--- config.mk ---
export PLATFORM = sky130hd
export DESIGN_NAME = raw_rx_deframer
export DESIGN_NICKNAME = d
export VERILOG_FILES = /design/src/rtl/rxd_pkg.sv /design/src/rtl/rxd_sync.sv /design/src/rtl/rxd_crc.sv /design/src/rtl/raw_rx_deframer.sv
export SDC_FILE = /design/constraint.sdc
export NUM_CORES = 1
export LEC_CHECK = 0
export BUFFER_PORTS_ARGS = -buffer_cell sky130_fd_sc_hd__buf_2
export CAP_MARGIN = 20
export CORE_ASPECT_RATIO = 1.75
export CORE_UTILIZATION = 60
export CTS_BUF_LIST = sky130_fd_sc_hd__clkbuf_2 sky130_fd_sc_hd__clkbuf_4 sky130_fd_sc_hd__clkbuf_8
export CTS_CLUSTER_DIAMETER = 200
export DETAILED_ROUTE_END_ITERATION = 10
export PLACE_DENSITY = 0.86
export SETUP_SLACK_MARGIN = 0.05
export SYNTH_ARGS = -nofsm -noshare
export SYNTH_HDL_FRONTEND = slang
export SYNTH_HIERARCHICAL = 1
export SYNTH_SLANG_ARGS = --single-unit
export TNS_END_PERCENT = 20
--- constraint.sdc ---
create_clock -name clk_i -period 7.34 [get_ports clk_i]
set_input_delay 0 -clock clk_i [delete_from_list [all_inputs] [get_ports clk_i]]
set_output_delay 0 -clock clk_i [all_outputs]
set_load 0.01 [all_outputs]
--- src/rtl/rxd_pkg.sv ---
package rxd_pkg;
  typedef enum logic [1:0] {ST_IDLE, ST_HUNT, ST_DATA, ST_FCS} rx_state_e;

  function automatic logic [31:0] fcs_poly(input logic [1:0] sel);
    case (sel)
      2'd0:    return 32'h0000_0007;
      2'd1:    return 32'h0000_1021;
      2'd2:    return 32'h0086_4CFB;
      default: return 32'h04C1_1DB7;
    endcase
  endfunction

  function automatic logic [31:0] fcs_mask(input logic [1:0] sel);
    case (sel)
      2'd0:    return 32'h0000_00FF;
      2'd1:    return 32'h0000_FFFF;
      2'd2:    return 32'h00FF_FFFF;
      default: return 32'hFFFF_FFFF;
    endcase
  endfunction

  function automatic logic [5:0] fcs_bits(input logic [1:0] sel);
    return {1'b0, sel, 3'b000} + 6'd8;
  endfunction
endpackage

--- src/rtl/rxd_sync.sv ---
module rxd_sync #(
  parameter int SYNC_W = 24,
  parameter int ERRS   = 0,
  localparam int CW    = $clog2(SYNC_W + 1)
) (
  input  logic              clk_i,
  input  logic              rst_ni,
  input  logic              clear_i,
  input  logic              vld_i,
  input  logic              bit_i,
  input  logic [SYNC_W-1:0] word_i,
  output logic              hit_o
);
  logic [SYNC_W-1:0] sr_q, sr_n;
  logic [CW-1:0]     fill_q, errs;

  always_comb begin
    sr_n = {sr_q[SYNC_W-2:0], bit_i};
    errs = '0;
    for (int i = 0; i < SYNC_W; i++) errs = errs + CW'(sr_n[i] ^ word_i[i]);
  end

  // combinational so the first payload bit may follow the last sync bit directly
  assign hit_o = vld_i && !clear_i && (fill_q >= CW'(SYNC_W - 1)) && (errs <= CW'(ERRS));

  always_ff @(posedge clk_i or negedge rst_ni) begin
    if (!rst_ni) begin
      sr_q   <= '0;
      fill_q <= '0;
    end else if (clear_i) begin
      sr_q   <= '0;
      fill_q <= '0;
    end else if (vld_i) begin
      sr_q <= sr_n;
      if (fill_q != CW'(SYNC_W)) fill_q <= fill_q + 1'b1;
    end
  end

  AST_FILL_CLEARED: assert property (@(posedge clk_i) disable iff (!rst_ni)
    clear_i |=> (fill_q == '0));
endmodule

--- src/rtl/rxd_crc.sv ---
module rxd_crc
  import rxd_pkg::*;
(
  input  logic        clk_i,
  input  logic        rst_ni,
  input  logic        init_i,
  input  logic        en_i,
  input  logic        bit_i,
  input  logic [1:0]  sel_i,
  output logic [31:0] crc_o
);
  logic [31:0] crc_q, mask, nxt;
  logic [5:0]  top;
  logic        fb;

  always_comb begin
    mask = fcs_mask(sel_i);
    top  = fcs_bits(sel_i) - 6'd1;
    fb   = bit_i ^ crc_q[top[4:0]];
    nxt  = ((crc_q << 1) ^ (fb ? fcs_poly(sel_i) : 32'd0)) & mask;
  end

  always_ff @(posedge clk_i or negedge rst_ni) begin
    if (!rst_ni)     crc_q <= '0;
    else if (init_i) crc_q <= mask;
    else if (en_i)   crc_q <= nxt;
  end

  assign crc_o = crc_q;

  AST_CRC_HOLD: assert property (@(posedge clk_i) disable iff (!rst_ni)
    (!init_i && !en_i) |=> $stable(crc_o));
endmodule

--- src/rtl/raw_rx_deframer.sv ---
module raw_rx_deframer
  import rxd_pkg::*;
#(
  parameter int LEN_W     = 9,
  parameter int SYNC_W    = 24,
  parameter int SYNC_ERRS = 0
) (
  input  logic              clk_i,
  input  logic              rst_ni,
  input  logic              arm_i,
  input  logic              bit_i,
  input  logic              bit_vld_i,
  input  logic [SYNC_W-1:0] sync_word_i,
  input  logic              crc_en_i,
  input  logic [1:0]        crc_sel_i,
  input  logic              rssi_en_i,
  input  logic              rssi_low_i,
  input  logic              abort_i,
  input  logic              len_we_i,
  input  logic [LEN_W-1:0]  len_wdata_i,
  output logic [LEN_W-1:0]  len_o,
  output logic              wr_en_o,
  output logic [LEN_W-1:0]  wr_addr_o,
  output logic [7:0]        wr_data_o,
  output logic              busy_o,
  output logic              done_o,
  output logic              crc_ok_o,
  output logic              rssi_abort_o,
  output logic              cmd_abort_o
);
  rx_state_e        state_q;
  logic [LEN_W-1:0] len_q, byte_cnt_q, cnt_inc;
  logic [2:0]       bit_cnt_q;
  logic [7:0]       byte_sr_q, byte_nxt;
  logic [4:0]       fcs_cnt_q;
  logic [31:0]      fcs_rx_q, fcs_full, crc_val;
  logic             sync_hit, rssi_cut, len_reached, fcs_last, crc_init, crc_step;

  rxd_sync #(.SYNC_W(SYNC_W), .ERRS(SYNC_ERRS)) u_sync (
    .clk_i, .rst_ni,
    .clear_i (state_q != ST_HUNT),
    .vld_i   (bit_vld_i),
    .bit_i,
    .word_i  (sync_word_i),
    .hit_o   (sync_hit)
  );

  always_comb begin
    rssi_cut    = rssi_en_i && rssi_low_i;
    len_reached = byte_cnt_q >= len_q;
    cnt_inc     = byte_cnt_q + 1'b1;
    byte_nxt    = {bit_i, byte_sr_q[7:1]};
    fcs_full    = fcs_rx_q | ({31'd0, bit_i} << fcs_cnt_q);
    fcs_last    = {1'b0, fcs_cnt_q} == (fcs_bits(crc_sel_i) - 6'd1);
    crc_init    = (state_q == ST_HUNT) && sync_hit;
    crc_step    = (state_q == ST_DATA) && bit_vld_i && !abort_i && !rssi_cut && !len_reached;
  end

  rxd_crc u_crc (
    .clk_i, .rst_ni,
    .init_i (crc_init),
    .en_i   (crc_step),
    .bit_i,
    .sel_i  (crc_sel_i),
    .crc_o  (crc_val)
  );

  always_ff @(posedge clk_i or negedge rst_ni) begin
    if (!rst_ni) begin
      state_q      <= ST_IDLE;
      len_q        <= '0;
      byte_cnt_q   <= '0;
      bit_cnt_q    <= '0;
      byte_sr_q    <= '0;
      fcs_cnt_q    <= '0;
      fcs_rx_q     <= '0;
      wr_en_o      <= 1'b0;
      wr_addr_o    <= '0;
      wr_data_o    <= '0;
      done_o       <= 1'b0;
      crc_ok_o     <= 1'b0;
      rssi_abort_o <= 1'b0;
      cmd_abort_o  <= 1'b0;
    end else begin
      wr_en_o <= 1'b0;
      done_o  <= 1'b0;
      if (len_we_i) len_q <= len_wdata_i;
      case (state_q)
        ST_IDLE: if (arm_i) begin
          state_q      <= ST_HUNT;
          crc_ok_o     <= 1'b0;
          rssi_abort_o <= 1'b0;
          cmd_abort_o  <= 1'b0;
        end
        ST_HUNT: begin
          if (abort_i) begin
            state_q     <= ST_IDLE;
            done_o      <= 1'b1;
            cmd_abort_o <= 1'b1;
            len_q       <= '0;
          end else if (sync_hit) begin
            byte_cnt_q <= '0;
            bit_cnt_q  <= '0;
            fcs_cnt_q  <= '0;
            fcs_rx_q   <= '0;
            if (len_q != '0)   state_q <= ST_DATA;
            else if (crc_en_i) state_q <= ST_FCS;
            else begin
              state_q <= ST_IDLE;
              done_o  <= 1'b1;
              len_q   <= '0;
            end
          end
        end
        ST_DATA: begin
          if (abort_i || rssi_cut) begin
            state_q      <= ST_IDLE;
            done_o       <= 1'b1;
            cmd_abort_o  <= abort_i;
            rssi_abort_o <= !abort_i;
            len_q        <= byte_cnt_q;
          end else if (len_reached) begin
            // host lowered the length below what has arrived
            if (crc_en_i) state_q <= ST_FCS;
            else begin
              state_q <= ST_IDLE;
              done_o  <= 1'b1;
              len_q   <= byte_cnt_q;
            end
          end else if (bit_vld_i) begin
            byte_sr_q <= byte_nxt;
            bit_cnt_q <= bit_cnt_q + 3'd1;
            if (bit_cnt_q == 3'd7) begin
              wr_en_o    <= 1'b1;
              wr_addr_o  <= byte_cnt_q;
              wr_data_o  <= byte_nxt;
              byte_cnt_q <= cnt_inc;
              if (cnt_inc >= len_q) begin
                if (crc_en_i) state_q <= ST_FCS;
                else begin
                  state_q <= ST_IDLE;
                  done_o  <= 1'b1;
                  len_q   <= cnt_inc;
                end
              end
            end
          end
        end
        ST_FCS: begin
          if (abort_i || rssi_cut) begin
            state_q      <= ST_IDLE;
            done_o       <= 1'b1;
            cmd_abort_o  <= abort_i;
            rssi_abort_o <= !abort_i;
            len_q        <= byte_cnt_q;
          end else if (bit_vld_i) begin
            fcs_rx_q  <= fcs_full;
            fcs_cnt_q <= fcs_cnt_q + 5'd1;
            if (fcs_last) begin
              state_q  <= ST_IDLE;
              done_o   <= 1'b1;
              len_q    <= byte_cnt_q;
              crc_ok_o <= ((fcs_full & fcs_mask(crc_sel_i)) == crc_val);
            end
          end
        end
        default: state_q <= ST_IDLE;
      endcase
    end
  end

  assign busy_o = state_q != ST_IDLE;
  assign len_o  = len_q;

  AST_DONE_PULSE: assert property (@(posedge clk_i) disable iff (!rst_ni)
    done_o |=> !done_o);
  AST_DONE_IDLE: assert property (@(posedge clk_i) disable iff (!rst_ni)
    done_o |-> !busy_o);
  AST_ONE_CAUSE: assert property (@(posedge clk_i) disable iff (!rst_ni)
    done_o |-> $onehot0({crc_ok_o, rssi_abort_o, cmd_abort_o}));
  AST_ABORT_ENDS: assert property (@(posedge clk_i) disable iff (!rst_ni)
    (abort_i && busy_o) |=> (done_o && cmd_abort_o && !rssi_abort_o));
  AST_RSSI_ENDS: assert property (@(posedge clk_i) disable iff (!rst_ni)
    (rssi_en_i && rssi_low_i && !abort_i && (state_q == ST_DATA || state_q == ST_FCS))
      |=> (done_o && rssi_abort_o));
endmodule

# --- After elaboration in Yosys (flattened, before gate mapping) ---
# Cells that the tools add are included.
totals:
  wordCells: 244
  register_bits: 150
op_classes:
  shift: 1
  n_eq_ne: 28
  magnitude_cmp: 5
  reduce_logical: 36
  mux: 97
  n_addsub: 29
  n_bitwise: 31
ops:
  columns: ["op", "count"]
  rows:
  - ["32-bit two-way mux", 10]
  - ["9-bit two-way mux", 21]
  - ["5-bit adder", 23]
  - ["32-bit one-hot mux with 3 select lines", 1]
  - ["27-bit one-hot mux with 3 select lines", 1]
  - ["32-bit bitwise AND", 2]
  - ["32-bit one-hot mux with 2 select lines", 1]
  - ["23-bit two-way mux", 2]
  - ["5-bit two-way mux", 7]
  - ["32-bit equality test", 1]
  - ["32-bit OR", 1]
  - ["1-bit by 5-bit left shift with 32-bit output", 1]
  - ["32-bit XOR", 1]
  - ["27-bit two-way mux", 1]
  - ["9-bit one-hot mux with 3 select lines", 1]
  - ["2-bit two-way mux", 13]
  - ["1-bit two-way mux", 25]
  - ["1-bit XOR", 25]
  - ["2-bit inequality test, second input constant", 10]
  - ["9-bit greater-or-equal comparator", 2]
  - ["9-bit one-hot mux with 2 select lines", 1]
  - ["2-bit nonzero test", 8]
  - ["3-bit two-way mux", 5]
  - ["5-bit AND reduction", 3]
  - ["other kinds (35)", 61]

# --- Depth between registers and ports, before layout ---
# Gate-level depths: netlist (run 1).
logic_depth:
  depth_word: 29
  mapped_depth: 22
  mapped_depth_nobuf: 21

# --- Hierarchy ---
# Netlist (run 1), hierarchy kept.
by_module_without_submodules:
  columns: ["module", "cells_each", "seq_area_each_um2", "n_inst", "area_per_inst_um2"]
  rows:
  - ["raw_rx_deframer", 666, 2227.1, 1, 5696.7]
  - ["rxd_sync", 169, 700.7, 1, 1925.6]
  - ["rxd_crc", 178, 800.8, 1, 1650.3]

# --- Least setup slack after synthesis (run 1) ---
# OpenSTA, ideal clock, no wires.
synth_path:
  kind: "register -> register"
  start: "reg u_sync.sr_q[14]"
  end: "reg u_crc.crc_q[16], in the netlist u_crc/crc_o[16]"
  stages_incl_launch_ff: 20
  setup_time_ns: 0.064
  t_arrival_ns: 5.678
  path_buffers: 1
  setup_slack_ns: 1.599
  path_cell_list: "dfrtp_1 xnor2_1 fa_1 fa_1 fa_1 fa_1 fa_1 inv_1 ha_1 fa_1 nor4_1 nand4_1 a211oi_1 inv_1 nor2_1 clkbuf_1 o22ai_1 nor2_1 a21oi_1 or3b_1"
synth_between:
  elab_chain_len: 14
  elab_cells_between_ends: 15
  classes_between: "add/sub (9); order compare (1); mux (1); bitwise (1); reduce/logical (3)"
synth_rtl:
  columns: ["element", "line", "rtl"]
  rows:
  - ["start, declared", "rxd_sync.sv:14", "logic [SYNC_W-1:0] sr_q, sr_n;"]
  - ["start signal, assigned", "rxd_sync.sv:34", "sr_q <= sr_n;"]
  - ["1-bit XOR *", "rxd_sync.sv:20", "for (int i = 0; i < SYNC_W; i++) errs = errs + CW'(sr_n[i] ^ word_i[i]);"]
  - ["5-bit adder * (9 in series)", "rxd_sync.sv:20", null]
  - ["5-bit by 1-bit less-or-equal comparator with 1-bit output *", "rxd_sync.sv:24", "assign hit_o = vld_i && !clear_i && (fill_q >= CW'(SYNC_W - 1)) && (errs <= CW'(ERRS));"]
  - ["1-bit logical AND *", "rxd_sync.sv:24", null]
  - ["net sync_hit", "raw_rx_deframer.sv:37", "logic sync_hit, rssi_cut, len_reached, fcs_last, crc_init, crc_step;"]
  - ["1-bit logical AND *", "raw_rx_deframer.sv:55", "crc_init = (state_q == ST_HUNT) && sync_hit;"]
  - ["net crc_init", "raw_rx_deframer.sv:37", null]
  - ["32-bit two-way mux / 2-bit nonzero test (equally long branches)", null, null]
  - ["end signal, assigned", "rxd_crc.sv:25", "else if (init_i) crc_q <= mask;"]
  - ["end signal, assigned", "rxd_crc.sv:26", "else if (en_i) crc_q <= nxt;"]
  - ["end, declared", "rxd_crc.sv:12", "logic [31:0] crc_q, mask, nxt;"]
# The timed path passes the listed nets; every way through them passes the cells marked *.
# A chain may end at the register's enable or synchronous reset.

# --- Final worst setup path (run 1) ---
# Same ends and word-level chain as after synthesis.

==> impl_metrics.json, run 1 <==
{
  "status": "finished, final reports clean",
  "ioPinCount": 77,
  "setup_viol": 0,
  "hold_viol": 0,
  "fmaxAchievable_ghz": 0.1550,
  "layout_setup_ws_ns": 0.8881,
  "cp-start-kind": "flop",
  "synth_ff_type": "dfrtp_1",
  "yosys.area_share.xor_xnor_pct": 6.490,
  "netlist_instances": 1013,
  "ys.warnings.count": 6,
  "timing.hold.ws_ns": 0.01473,
  "finalSetupTns_ns": 0,
  "drc_errors": 0,
  "gp_congestion": 0.9726,
  "endpoint_kind": "flop",
  "power_mw": 2.928,
  "pre_cts_ws_ns": 1.137,
  "synth_cell_types": 74,
  "first_iter_violations": 732,
  "avgSynthCellArea_um2": 9.154,
  "dp_hpwl_mm": 17.56,
  "die_area_um2": 15980,
  "nets": 1165,
  "vias": 8012,
  "cp_max_fo": 11,
  "crit_arrival_ns": 6.87,
  "grt_remaining_overflow": 0,
  "fp.dieH_um": 166.5,
  "cts_setup_buffers": 0,
  "grt_first_pass_wirelength_mm": 40.80,
  "max_stage_delay_ns": 0.57,
  "skew_ns": 0.02874,
  "cts.path.max_buffers": 2,
  "finalCritPeriodShare_pct": 87.90,
  "drt.antenna.violating_nets": 0,
  "slew_headroom_pct": 35.81,
  "rows": 59,
  "diodes": 0,
  "wire_per_inst_um": 19.66,
  "async_flop_share_pct": 100.0,
  "cts_resized": 0,
  "clk_latency_ns": 0.49,
  "antenna_found_initial": 0,
  "cts_tree": "yes",
  "initial_utilization_pct": 61.88,
  "netlist.area_leader.share_pct": 40.21,
  "vias_per_cell": 6.339,
  "synth_compound_area_share_pct": 16.54,
  "hold_path_class": "in2reg",
  "numCtsBuffers": 17,
  "grt_max_degree": 77,
  "fp.coreArea_um2": 14990,
  "final.min_clock_period_ns": 6.452,
  "grt_usage_pct": 33.66,
  "ys_ff_latch": 149,
  "maxCapViolCount": 0,
  "critPathSlowestCell": "fa_1",
  "synth_edf_count": 0,
  "wl_mm": 24.86,
  "power_density_nw_per_um2": 287.5,
  "ys_top_cells_by_area": "dfrtp_1 (40%), nand2_1 (5.1%), a21oi_1 (4.7%), ha_1 (4.7%), nor2_1 (4.3%)",
  "synth-seq-area-share_pct": 40.21,
  "synthMuxAreaShare_pct": 5.438,
  "dr.pass1.iters": 6,
  "grt_pass1_vias": 8092,
  "dieWidth_um": 95.98,
  "rsz0062_at_grt": "false",
  "slew_violations": 0,
  "tightest_slew_ns": 0.9628,
  "synth_top_family_by_area": "simple AND/OR/NAND/NOR gates",
  "clkSinkCount": 149,
  "worstPathCellList": "xnor2_1 -> fa_1 -> fa_1 -> fa_1 -> fa_1 -> fa_1 -> inv_1 -> ha_1 -> fa_1 -> nor4_1 -> nand4_1 -> a211oi_1 -> inv_1 -> nor2_1 -> buf_4 -> o22ai_1 -> nor2_1 -> a21oi_1 -> or3b_1",
  "yosysTopAreaCell": "dfrtp_1",
  "crit_path_frequent_cell": "fa_1",
  "final_layout_size_suffix_gt1_share_pct": 14.06,
  "synth_area_um2": 9273,
  "critical_path_class": "reg2reg",
  "p_leak_nw": 4.918,
  "cts_max_level": 4,
  "area_growth_pct": 9.823,
  "root_buffer": "clkbuf_8",
  "clk_pin_slew_worst_paths_ns": 0.12,
  "fillers": 1171,
  "yosys.area_share.simple_pct": 18.01,
  "crit_required_ns": 7.75,
  "port_buffers": 76,
  "syn_nets": 1110,
  "peakVddDrop_mv": 0.1493,
  "cts_hold_buffers": 11,
  "synthAdderAreaFrac_pct": 8.393
}
-- kinds of logic (layout without fill, tap and decap cells) --
logic type | Yosys count | count (layout)
AND/OR/NAND/NOR | 354 | 354
AO/OA/AOI/OAI | 244 | 244
flip-flops | 149 | 149
buffers and inverters | 100 | 168
XOR/XNOR | 67 | 67
adder cells (fa/ha/maj) | 52 | 52
multiplexers | 47 | 47
-- synthesized netlist by cell type, types with 7 or more instances --
| cell type | number |
|---|---|
| dfrtp_1 | 149 |
| nand2_1 | 125 |
| nor2_1 | 107 |
| a21oi_1 | 88 |
| xnor2_1 | 43 |
| clkbuf_1 | 37 |
| inv_1 | 37 |
| ha_1 | 35 |
| o21ai_0 | 33 |
| mux2i_1 | 32 |
| o21ai_1 | 27 |
| nand3_1 | 24 |
| xor2_1 | 22 |
| a22o_1 | 17 |
| fa_1 | 17 |
| and3_1 | 16 |
| buf_2 | 13 |
| mux2_2 | 13 |
| or3_1 | 12 |
| a22oi_1 | 11 |
| nand2b_1 | 11 |
| nand4_1 | 11 |
| nor3_1 | 10 |
| a21o_1 | 8 |
| o211ai_1 | 8 |
| buf_6 | 7 |
-- power by group --
| part | total (mW) | switching, mW | internal, mW |
|---|---|---|---|
| combinational | 1.14 | 0.673 | 0.465 |
| sequential | 1.12 | 0.174 | 0.941 |
| clock | 0.674 | 0.383 | 0.290 |
| total | 2.93 | 1.23 | 1.70 |
-- placed cells by master (no fill, tap or decap), types with 9 or more instances in the layout --
master / Yosys / final
buf_4: 3 / 10
mux2i_1: 32 / 32
and3_1: 16 / 16
ha_1: 35 / 35
xnor2_1: 43 / 43
o21ai_0: 33 / 33
clkbuf_8: 0 / 17
dlygate4sd3_1: 0 / 11
nor3_1: 10 / 9
nor2_1: 107 / 107
or3_1: 12 / 12
a22o_1: 17 / 17
dfrtp_1: 149 / 149
o21ai_1: 27 / 27
buf_2: 13 / 75
fa_1: 17 / 17
nand2b_1: 11 / 11
a21oi_1: 88 / 88
nand4_1: 11 / 11
nand3_1: 24 / 24
mux2_2: 13 / 13
xor2_1: 22 / 22
inv_1: 37 / 37
nand2_1: 125 / 125
a22oi_1: 11 / 11
-- state kept, by name (all words and copies together) (netlist names), 2 cells and up --
name,count
u_crc/crc_o,32
byte_cnt_q,9
state_q,2
byte_sr_q,7
fcs_cnt_q,5
fcs_rx_q,32
wr_data_o,8
u_sync/fill_q,5
wr_addr_o,9
u_sync/sr_q,23
bit_cnt_q,3
len_o,9
-- worst max-delay path, delay by kind of cell, from the launching register on --
family	cells	cell delay, ns
AOI/OAI and AO/OA	3	0.86
xor gates and xnor gates	1	0.16
adders and majority gates	7	3.24
buffers and inverters	3	0.48
DFF	1	0.43
and+or+nand+nor	5	1.22
-- cell type report --
cell class                 instances  area, µm²  area share (%)
clock inverter                    15      180.2           1.769
clock buffer                      17      234.0           2.298
sequential                       149       3729           36.61
timing repair buffer              97      571.8           5.615
multi-input combinational        764       5094           50.02
tap                              183      229.0           2.248
inverter                          39      146.4           1.438
-- stage by stage --
step / util [%] / area (µm²) / instances
3_5_place_dp: 64.46 / 9659 / 1221
6_report: 67.96 / 10180 / 1264
3_3_place_gp: 64.46 / 9659 / 1221
4_1_cts: 67.96 / 10180 / 1264
2_1_floorplan: - / 9273 / 1013
5_1_grt: 67.96 / 10180 / 1264
-- path summary, 6_finish.rpt --
| kind | startpoint | end | slack [ns] | cells after the start |
|---|---|---|---|---|
| setup / recovery | u_sync/sr_q[14] | u_crc/crc_o[16] | 0.89 | 19 |
| hold / removal | abort_i | fcs_cnt_q[2] | 0.01 | 3 |
| setup reg to reg | u_sync/sr_q[14] | u_crc/crc_o[16] | 0.89 | 19 |
| hold reg to reg | byte_sr_q[1] | wr_data_o[0] | 0.48 | 2 |
| max in group asynchronous | rst_ni | byte_sr_q[7] | 5.82 | 3 |
| min in group asynchronous | rst_ni | u_sync/sr_q[17] | 0.09 | 2 |
-- layer usage --
| metal | up-vias | GRT usage (%) | share of wire [%] |
|---|---|---|---|
| met5 | - | 0 | 0 |
| met4 | 0 | 20.51 | 6.6 |
| met3 | 128 | 7.032 | 6.8 |
| met2 | 393 | 57.20 | 52 |
| met1 | 3840 | 37.58 | 35 |
| li1 | 3651 | - | - |
Power figures use the tool's default switching activity.
==> run 2: changes to the inputs <==
Settings changed: PLACE_DENSITY 0.86 to 0.88.
==> impl_metrics.json, run 2 (synthesis results as in run 1) <==
{
  "status": "finished, final reports clean",
  "finalSetupTns_ns": 0,
  "vias_per_cell": 6.332,
  "power_density_nw_per_um2": 290.8,
  "wl_mm": 24.99,
  "cts.path.max_buffers": 2,
  "cp-start-kind": "flop",
  "clkSinkCount": 149,
  "numCtsBuffers": 17,
  "rows": 59,
  "fmaxAchievable_ghz": 0.1566,
  "tightest_slew_ns": 0.9825,
  "most-common-layout-cells": "dfrtp_1 (149), nand2_1 (125), nor2_1 (107), a21oi_1 (88), buf_2 (75)",
  "p_leak_nw": 4.919,
  "cts_max_level": 4,
  "skew_ns": 0.01876,
  "peakVddDrop_mv": 0.1702,
  "cts_resized": 0,
  "dieWidth_um": 95.98,
  "fin_cells": 1262,
  "hold_path_class": "in2reg",
  "final_layout_size_suffix_gt1_share_pct": 14.18,
  "final_common_cell": "dfrtp_1",
  "crit_required_ns": 7.74,
  "endpoint_kind": "flop",
  "clk_latency_ns": 0.47,
  "grt_usage_pct": 33.83,
  "first_iter_violations": 569,
  "drt.antenna.violating_nets": 0,
  "root_buffer": "clkbuf_8",
  "fp.dieH_um": 166.5,
  "critical_path_class": "reg2reg",
  "final.min_clock_period_ns": 6.386,
  "vias": 7991,
  "drc_errors": 0,
  "clk_pin_slew_worst_paths_ns": 0.09,
  "grt_remaining_overflow": 0,
  "finalCritPeriodShare_pct": 87.00,
  "dr.pass1.iters": 6,
  "timing.hold.ws_ns": 0.01139,
  "dp_hpwl_mm": 17.69,
  "setup_viol": 0,
  "hold_viol": 0,
  "slew_violations": 0,
  "port_buffers": 76,
  "cts_tree": "yes",
  "cp_max_fo": 25,
  "die_area_um2": 15980,
  "wire_per_inst_um": 19.80,
  "grt_pass1_vias": 8278,
  "grt_first_pass_wirelength_mm": 41.17,
  "grt_max_degree": 79,
  "crit_arrival_ns": 6.79,
  "nets": 1163,
  "rsz0062_at_grt": "false",
  "place_inst": 1221,
  "diodes": 0,
  "maxCapViolCount": 0,
  "ioPinCount": 77,
  "area_growth_pct": 9.945,
  "fp.coreArea_um2": 14990,
  "initial_utilization_pct": 61.88,
  "gp_congestion": 0.9778,
  "antenna_found_initial": 0,
  "slew_headroom_pct": 34.50
}
run 2: changes by cell type in the layout (fill, tap and decap cells not counted), sizes merged:
cell | before | now
clkinvlp | 0 | 2
bufinv | 1 | 3
clkinv | 5 | 1
dlygate4sd3 | 11 | 9
run 2: what timing repair did:
action                                 CTS  global route
buffers inserted                         0             0
hold buffers                             9             0
endpoints found under the hold margin   79             0
run 2: worst paths after layout:
| check | to | depth (start not counted) | start | slack (ns) |
|---|---|---|---|---|
| worst max-delay path | u_crc/crc_o[16] | 20 | u_sync/sr_q[20] | 0.95 |
| worst min-delay path | len_o[5] | 5 | len_wdata_i[5] | 0.01 |
| worst max register to register | u_crc/crc_o[16] | 20 | u_sync/sr_q[20] | 0.95 |
| worst min register to register | wr_data_o[6] | 2 | wr_data_o[6] | 0.48 |
| max in group asynchronous | wr_data_o[6] | 3 | rst_ni | 5.77 |
| min in group asynchronous | u_sync/sr_q[13] | 2 | rst_ni | 0.11 |
run 2: area by class of cell:
type / count / area, µm²
multi-input cells: 764 / 5100
fillers: 1172 / 4791
flip-flops and latches: 149 / 3729
repair buffers: 95 / 551.8
clock buffers: 17 / 234.0
well taps: 183 / 229.0
clock inverters: 15 / 205.2
inverters: 39 / 146.4
run 2: metal layers:
| layer | global-route usage (%) | vias up | routed length [µm] |
|---|---|---|---|
| li1 | - | 3648 | - |
| met4 | 26.02 | 0 | 2013 |
| met3 | 9.178 | 145 | 1587 |
| met1 | 36.37 | 3804 | 8852 |
| met2 | 54.91 | 394 | 12540 |
| met5 | 0 | - | 0 |
run 2: power breakdown:
group	switching (mW)	internal (mW)	leakage (nW)
Combinational	0.664	0.461	2.67
Clock	0.362	0.352	0.217
Sequential	0.184	0.941	2.03
Total	1.21	1.75	4.92
run 2: per-stage QoR:
| stage | utilization, % | area, µm² | power (mW) | setup WS [ns] |
|---|---|---|---|---|
| after floorplan | - | 9273 | 1.883 | 1.599 |
| after global placement | 64.50 | 9666 | 2.150 | 1.175 |
| after detailed placement | 64.50 | 9666 | 2.213 | 1.089 |
| after CTS | 68.03 | 10190 | 2.932 | 1.057 |
| after global routing | 68.03 | 10190 | 3.147 | 0.7044 |
| final | 68.03 | 10190 | 2.965 | 0.9540 |
run 2: worst max-delay path, stage by stage (launching register included):
cell,delay [ns]
dfrtp_1,0.42
xnor2_1,0.17
fa_1,0.57
fa_1,0.46
fa_1,0.52
fa_1,0.53
fa_1,0.51
inv_1,0.06
ha_1,0.21
fa_1,0.48
nor4_1,0.28
nand4_1,0.13
a211oi_1,0.54
inv_1,0.19
nor2_1,0.15
buf_4,0.20
nor2_1,0.06
buf_4,0.25
nor2_1,0.31
and3_1,0.20
or3b_1,0.10
